<file path="config.mk">
export PLATFORM = sky130hd
export DESIGN_NAME = ldf_unit
export DESIGN_NICKNAME = d
export VERILOG_FILES = /design/src/rtl/ldf_pkg.sv /design/src/rtl/ldf_extend.sv /design/src/rtl/ldf_expand.sv /design/src/rtl/ldf_align.sv /design/src/rtl/ldf_predicate.sv /design/src/rtl/ldf_unit.sv
export SDC_FILE = /design/constraint.sdc
export NUM_CORES = 1
export LEC_CHECK = 0
export BUFFER_PORTS_ARGS = -buffer_cell sky130_fd_sc_hd__buf_2
export CAP_MARGIN = 0
export CORE_UTILIZATION = 40
export CTS_BUF_LIST = sky130_fd_sc_hd__clkbuf_4 sky130_fd_sc_hd__clkbuf_8
export CTS_CLUSTER_DIAMETER = 30
export DETAILED_ROUTE_END_ITERATION = 12
export PLACE_DENSITY_LB_ADDON = 0.25
export SLEW_MARGIN = 20
export SYNTH_ARGS = -nofsm -noshare
export SYNTH_HDL_FRONTEND = slang
export SYNTH_HIERARCHICAL = 1
export SYNTH_SLANG_ARGS = --single-unit
</file>
<file path="constraint.sdc">
create_clock -name clk -period 1.1 [get_ports clk]
set_input_delay 0.22 -clock clk [delete_from_list [all_inputs] [get_ports clk]]
set_output_delay 0.22 -clock clk [all_outputs]
set_load 0.005 [all_outputs]
</file>
<file path="src/rtl/ldf_pkg.sv">
package ldf_pkg;

    typedef enum logic [1:0] {
        LK_PLAIN  = 2'd0,
        LK_EXPAND = 2'd1,
        LK_ALIGN  = 2'd2,
        LK_PRED   = 2'd3
    } ld_kind_e;

    typedef enum logic {
        ST_IDLE  = 1'b0,
        ST_WRITE = 1'b1
    } out_state_e;

    localparam logic [1:0] SZ_BYTE = 2'd0;
    localparam logic [1:0] SZ_HALF = 2'd1;
    localparam logic [1:0] SZ_WORD = 2'd2;
    localparam logic [1:0] SZ_DBL  = 2'd3;

endpackage

</file>
<file path="src/rtl/ldf_extend.sv">
// Plain load formatting: pick 1, 2, 4 or 8 bytes and extend to the pair width.
module ldf_extend #(
    parameter int LANE_W = 8,
    parameter int PAIR_W = 64
) (
    input  logic [PAIR_W-1:0] raw,
    input  logic [1:0]        size,
    input  logic              sign_en,
    output logic [PAIR_W-1:0] ext
);
    localparam int N_SIZES = 4;

    logic [PAIR_W-1:0] cand [N_SIZES];

    for (genvar g = 0; g < N_SIZES; g++) begin : g_size
        localparam int W = LANE_W << g;
        if (W >= PAIR_W) begin : g_full
            assign cand[g] = raw;
        end else if (g < 2) begin : g_signable
            assign cand[g] = {{(PAIR_W - W){sign_en & raw[W-1]}}, raw[W-1:0]};
        end else begin : g_zero
            assign cand[g] = {{(PAIR_W - W){1'b0}}, raw[W-1:0]};
        end
    end

    always_comb begin
        ext = cand[size];
    end
endmodule

</file>
<file path="src/rtl/ldf_expand.sv">
// Expanding load: each fetched byte becomes one halfword lane.
module ldf_expand #(
    parameter int LANE_W = 8,
    parameter int PAIR_W = 64
) (
    input  logic [PAIR_W/2-1:0] raw_lo,
    input  logic                wide,
    input  logic                sign_en,
    output logic [PAIR_W-1:0]   expd
);
    localparam int HALF_W   = 2 * LANE_W;
    localparam int N_LANES  = PAIR_W / HALF_W;
    localparam int N_NARROW = N_LANES / 2;

    for (genvar i = 0; i < N_LANES; i++) begin : g_lane
        logic [LANE_W-1:0] byte_in;
        logic              fill;
        logic              keep;
        assign byte_in = raw_lo[i*LANE_W +: LANE_W];
        assign fill    = sign_en & byte_in[LANE_W-1];
        assign keep    = wide | (i < N_NARROW);
        assign expd[i*HALF_W +: HALF_W] = keep ? {{LANE_W{fill}}, byte_in}
                                               : {HALF_W{1'b0}};
    end
endmodule

</file>
<file path="src/rtl/ldf_align.sv">
// Alignment load: shift the old pair down and insert fresh data at the top.
module ldf_align #(
    parameter int LANE_W = 8,
    parameter int PAIR_W = 64
) (
    input  logic [2*LANE_W-1:0] raw_lo,
    input  logic [PAIR_W-1:0]   old_pair,
    input  logic                half_mode,
    output logic [PAIR_W-1:0]   aligned
);
    localparam int HALF_W = 2 * LANE_W;

    logic [PAIR_W-1:0] ins_byte;
    logic [PAIR_W-1:0] ins_half;

    always_comb begin
        ins_byte = {{(PAIR_W - LANE_W){1'b0}}, raw_lo[LANE_W-1:0]} << (PAIR_W - LANE_W);
        ins_half = {{(PAIR_W - HALF_W){1'b0}}, raw_lo} << (PAIR_W - HALF_W);
        if (half_mode) begin
            aligned = (old_pair >> HALF_W) | ins_half;
        end else begin
            aligned = (old_pair >> LANE_W) | ins_byte;
        end
    end
endmodule

</file>
<file path="src/rtl/ldf_predicate.sv">
// Predicate test for conditional loads.
module ldf_predicate (
    input  logic pred_old,
    input  logic pred_new,
    input  logic use_new,
    input  logic negate,
    output logic pass
);
    logic tested;

    always_comb begin
        tested = use_new ? pred_new : pred_old;
        pass   = tested ^ negate;
    end
endmodule

</file>
<file path="src/rtl/ldf_unit.sv">
module ldf_unit #(
    parameter int LANE_W = 8,
    parameter int PAIR_W = 64
) (
    input  logic              clk,
    input  logic              rst_n,
    input  logic              in_valid,
    input  logic [1:0]        in_kind,
    input  logic [1:0]        in_size,
    input  logic              in_signed,
    input  logic              pred_old,
    input  logic              pred_new,
    input  logic              pred_use_new,
    input  logic              pred_negate,
    input  logic [PAIR_W-1:0] raw_data,
    input  logic [PAIR_W-1:0] old_pair,
    output logic              out_we,
    output logic [PAIR_W-1:0] out_result
);
    import ldf_pkg::*;

    localparam int HALF_W = 2 * LANE_W;

    ld_kind_e          kind;
    out_state_e        state_q;
    out_state_e        state_d;
    logic [PAIR_W-1:0] plain_val;
    logic [PAIR_W-1:0] expand_val;
    logic [PAIR_W-1:0] align_val;
    logic              pred_pass;
    logic [PAIR_W-1:0] next_result;
    logic [PAIR_W-1:0] result_q;

    assign kind = ld_kind_e'(in_kind);

    ldf_extend #(.LANE_W(LANE_W), .PAIR_W(PAIR_W)) u_extend (
        .raw     (raw_data),
        .size    (in_size),
        .sign_en (in_signed),
        .ext     (plain_val)
    );

    ldf_expand #(.LANE_W(LANE_W), .PAIR_W(PAIR_W)) u_expand (
        .raw_lo  (raw_data[PAIR_W/2-1:0]),
        .wide    (in_size != SZ_HALF),
        .sign_en (in_signed),
        .expd    (expand_val)
    );

    ldf_align #(.LANE_W(LANE_W), .PAIR_W(PAIR_W)) u_align (
        .raw_lo    (raw_data[HALF_W-1:0]),
        .old_pair  (old_pair),
        .half_mode (in_size != SZ_BYTE),
        .aligned   (align_val)
    );

    ldf_predicate u_pred (
        .pred_old (pred_old),
        .pred_new (pred_new),
        .use_new  (pred_use_new),
        .negate   (pred_negate),
        .pass     (pred_pass)
    );

    always_comb begin
        unique case (kind)
            LK_PLAIN:  next_result = plain_val;
            LK_EXPAND: next_result = expand_val;
            LK_ALIGN:  next_result = align_val;
            LK_PRED:   next_result = pred_pass ? plain_val : '0;
            default:   next_result = '0;
        endcase
    end

    always_comb begin
        state_d = state_q;
        unique case (state_q)
            ST_IDLE:  state_d = in_valid ? ST_WRITE : ST_IDLE;
            ST_WRITE: state_d = in_valid ? ST_WRITE : ST_IDLE;
            default:  state_d = ST_IDLE;
        endcase
    end

    always_ff @(posedge clk or negedge rst_n) begin
        if (!rst_n) begin
            state_q <= ST_IDLE;
        end else begin
            state_q <= state_d;
        end
    end

    always_ff @(posedge clk or negedge rst_n) begin
        if (!rst_n) begin
            result_q <= '0;
        end else if (in_valid) begin
            result_q <= next_result;
        end
    end

    assign out_we     = (state_q == ST_WRITE);
    assign out_result = result_q;
endmodule

</file>
==> impl_metrics.yaml <==
detailed_routing:
  vias: 6316
  drt_iter0_markers: 561
  firstDrtPassIters: 5
  remaining_drc_errors: 0
  wl_mm: 22.6
  vias_per_cell: 5.73
  postRouteAntennaNets: 0
  detail_route.wl_per_cell_um: 20.5
final_layout:
  regArea_um2: 1630
  fillCellCount: 1322
  final_cells: 1102
  drive_gt1_frac: 0.606
  syn_to_final_growth_pct: 36.6
  multi_input_area_um2: 3980
  finalNetCount: 1026
  n_antenna_cell: 0
clock_tree:
  path_clk_slew_ns: 0.08
  worst_skew_pair.late_latency_ns: 0.37
  h-tree-depth: 3
  clk_path_buf_depth: 2
  clock_sinks: 65
  cts_tree: "done"
  cts_root_buf: "clkbuf_8"
  numCtsBuffers: 9
run_status:
  violations: "negative setup slack"
  outcome: "finished with violations"
sta:
  min_period_over_period: 1.21
  setup_viol: 116
  finalCriticalPeriod_ns: 1.33
  layout_setup_ws_ns: -0.232
  final.setup.tns_ns: -8.75
  hold_viol: 0
  tightest_slew_ns: 0.496
  clock-skew-final_ns: 0
  finalMaxSlewViolations: 0
  rsz0062_at_grt: "true"
  slew_headroom: 0.669
  fmax_mhz: 751
critical_path:
  worstPathMaxFanout: 10
  critPathTopFamily: "compound AO/OA/AOI/OAI gates"
  crit_type: "input pin to register"
  cp_slowest_cell: "or2_4"
  cpPeakStageDelay_ns: 0.34
  crit_arrival_ns: 1.57
  start_kind: "input pin"
  path_cells: "buf_8, or2_4, buf_12, mux2_4, a221oi_4, o22ai_2"
  worstSetupEndpointType: "register"
  path_buf_inv: 2
  worstPathRequired_ns: 1.34
floorplanning:
  fp.coreArea_um2: 15300
  initial_core_util: 0.413
  dieArea_um2: 16300
  rows: 45
  die-width_um: 127
  die_height_um: 127
  io_pins: 205
synth:
  ys_ff_latch: 65
  synth_top_flop_cell: "dfrtp_1"
  yosysSeqAreaShare: 0.258
  avgSynthCellArea_um2: 9.63
  syn_area_um2: 6300
  synth_top_area_share: 0.258
  syn_nets: 794
  synth-edff-count: 0
  yosys_warnings: 6
  ys_types: 32
  synth_area_leaders: "dfrtp_1 26%, a221oi_2 14%, mux2_4 14%"
  syn_inst: 654
  async_flop_share: 1.00
  yosysTopAreaCell: "dfrtp_1"
global_routing:
  grt_pass1_wl_mm: 33.8
  antenna_found_initial: 2
  grt_max_degree: 48
  grt_overflow: 0
  grt_pass1_vias: 5963
  grt_use_total: 0.275
power:
  vdd.ir_drop.worst_v: 0.000877
  p_leak_nw: 4.01
  p_per_area_nw_per_um2: 1020
placed_design:
  dp_cells: 1007
  place.gp.congestion: 0.885
  hpwl_mm: 16.1
  portBuffers: 196
hold_path:
  hold_class: "input pin to register"
run:
  max-cap-violations: 0
cell families (layout without fill, tap and decap cells):
| kind of cell | Yosys count | count (layout) | share of synthesized area |
|---|---|---|---|
| AOI/OAI and AO/OA | 249 | 249 | 0.321 |
| xor gates and xnor gates | 1 | 1 | 0.00139 |
| buffers and inverters | 126 | 361 | 0.155 |
| DFF | 65 | 65 | 0.258 |
| muxes | 66 | 66 | 0.154 |
| and+or+nand+nor | 147 | 149 | 0.111 |
cells in the final DEF (no fill, tap or decap), drive strengths merged:
master / n
buf: 341
o21ai: 120
dfrtp: 65
nor2: 64
mux2: 64
o22ai: 64
a221oi: 64
nand3: 33
nand2: 24
and2: 18
clkbuf: 10
clkinv: 5
nand2b: 3
or2: 2
nor2b: 2
bufbuf: 2
and3: 2
mux2i: 2
o21a: 1
bufinv: 1
clkinvlp: 1
dlygate4sd3: 1
nand4bb: 1
xnor2: 1
worst paths after layout:
check,endpoint,start,cells after the start,slack (ns)
max reg2reg,out_result[30]$_DFFE_PN0P_,out_result[30]$_DFFE_PN0P_,4,-0.02
min reg2reg,out_result[13]$_DFFE_PN0P_,out_result[13]$_DFFE_PN0P_,2,0.61
max in group asynchronous,out_result[12]$_DFFE_PN0P_,rst_n,3,0.48
max,out_result[44]$_DFFE_PN0P_,in_size[1],6,-0.23
min,out_we$_DFF_PN0_,in_valid,2,0.17
min in group asynchronous,out_result[47]$_DFFE_PN0P_,rst_n,3,0.38
through the flow:
stage	power, mW	hold WS (ns)	setup WS (ns)	area, um2	util
global placement	5.79	0.234	-0.619	7380	0.483
detailed placement	5.84	0.226	-0.648	7380	0.483
global route	9.15	0.161	-0.259	8600	0.564
floorplan	4.77	-0.0756	-0.391	6330	-
finish	8.74	0.167	-0.232	8600	0.564
CTS	8.54	0.155	-0.167	8360	0.548
power breakdown:
group / total (mW) / switching (mW) / internal (mW) / leakage [nW]
registers: 2.88 / 0.193 / 2.69 / 0.762
logic: 3.71 / 1.76 / 1.95 / 3.14
clock network: 2.15 / 1.06 / 1.09 / 0.102
layout make-up:
type / instances / area share
multi-input combinational: 465 / 0.463
timing repair buffer: 344 / 0.294
sequential: 65 / 0.189
tap: 211 / 0.0307
clock buffer: 10 / 0.0160
clock inverter: 6 / 0.00669
inverter: 1 / 0.000582
worst reg2reg max path, stage by stage, from the launching register on:
cell and delay, ns:
dfrtp_1 0.40, buf_4 0.14, buf_4 0.12, o21ai_0 0.18
o22ai_1 0.14
registers in the layout, indices dropped and copies added (netlist names):
signal and flops:
out_result 64, out_we 1
synth_stat cells (4+ instances only):
cell      instances
a221oi_1          4
a221oi_2         60
and2_1            6
and2_2           12
buf_12            8
buf_2            14
buf_4            56
buf_6            16
clkbuf_1         27
dfrtp_1          65
mux2_2            4
mux2_4           60
nand2_1          24
nand3_1          33
nor2_1           64
o21ai_0         100
o21ai_2          20
o22ai_1          64
repair_timing:
| action | in CTS | in global routing |
|---|---|---|
| hold buffers | 1 | 0 |
| gates resized for setup | 42 | 32 |
| endpoints found under the hold margin | 65 | 0 |
| buffers inserted | 58 | 14 |
| pin swaps | 45 | 13 |
| cloned | 6 | 0 |
| endpoints found under the setup margin | 129 | 129 |
metal layers:
| layer | up-vias | track usage | part of all wire |
|---|---|---|---|
| li1 | 2884 | - | - |
| met1 | 3087 | 0.366 | 0.43 |
| met2 | 299 | 0.437 | 0.46 |
| met3 | 44 | 0.0662 | 0.078 |
| met4 | 2 | 0.0945 | 0.028 |
| met5 | - | 0 | 0.00044 |
Note: power is estimated with default switching activity, not from simulation.
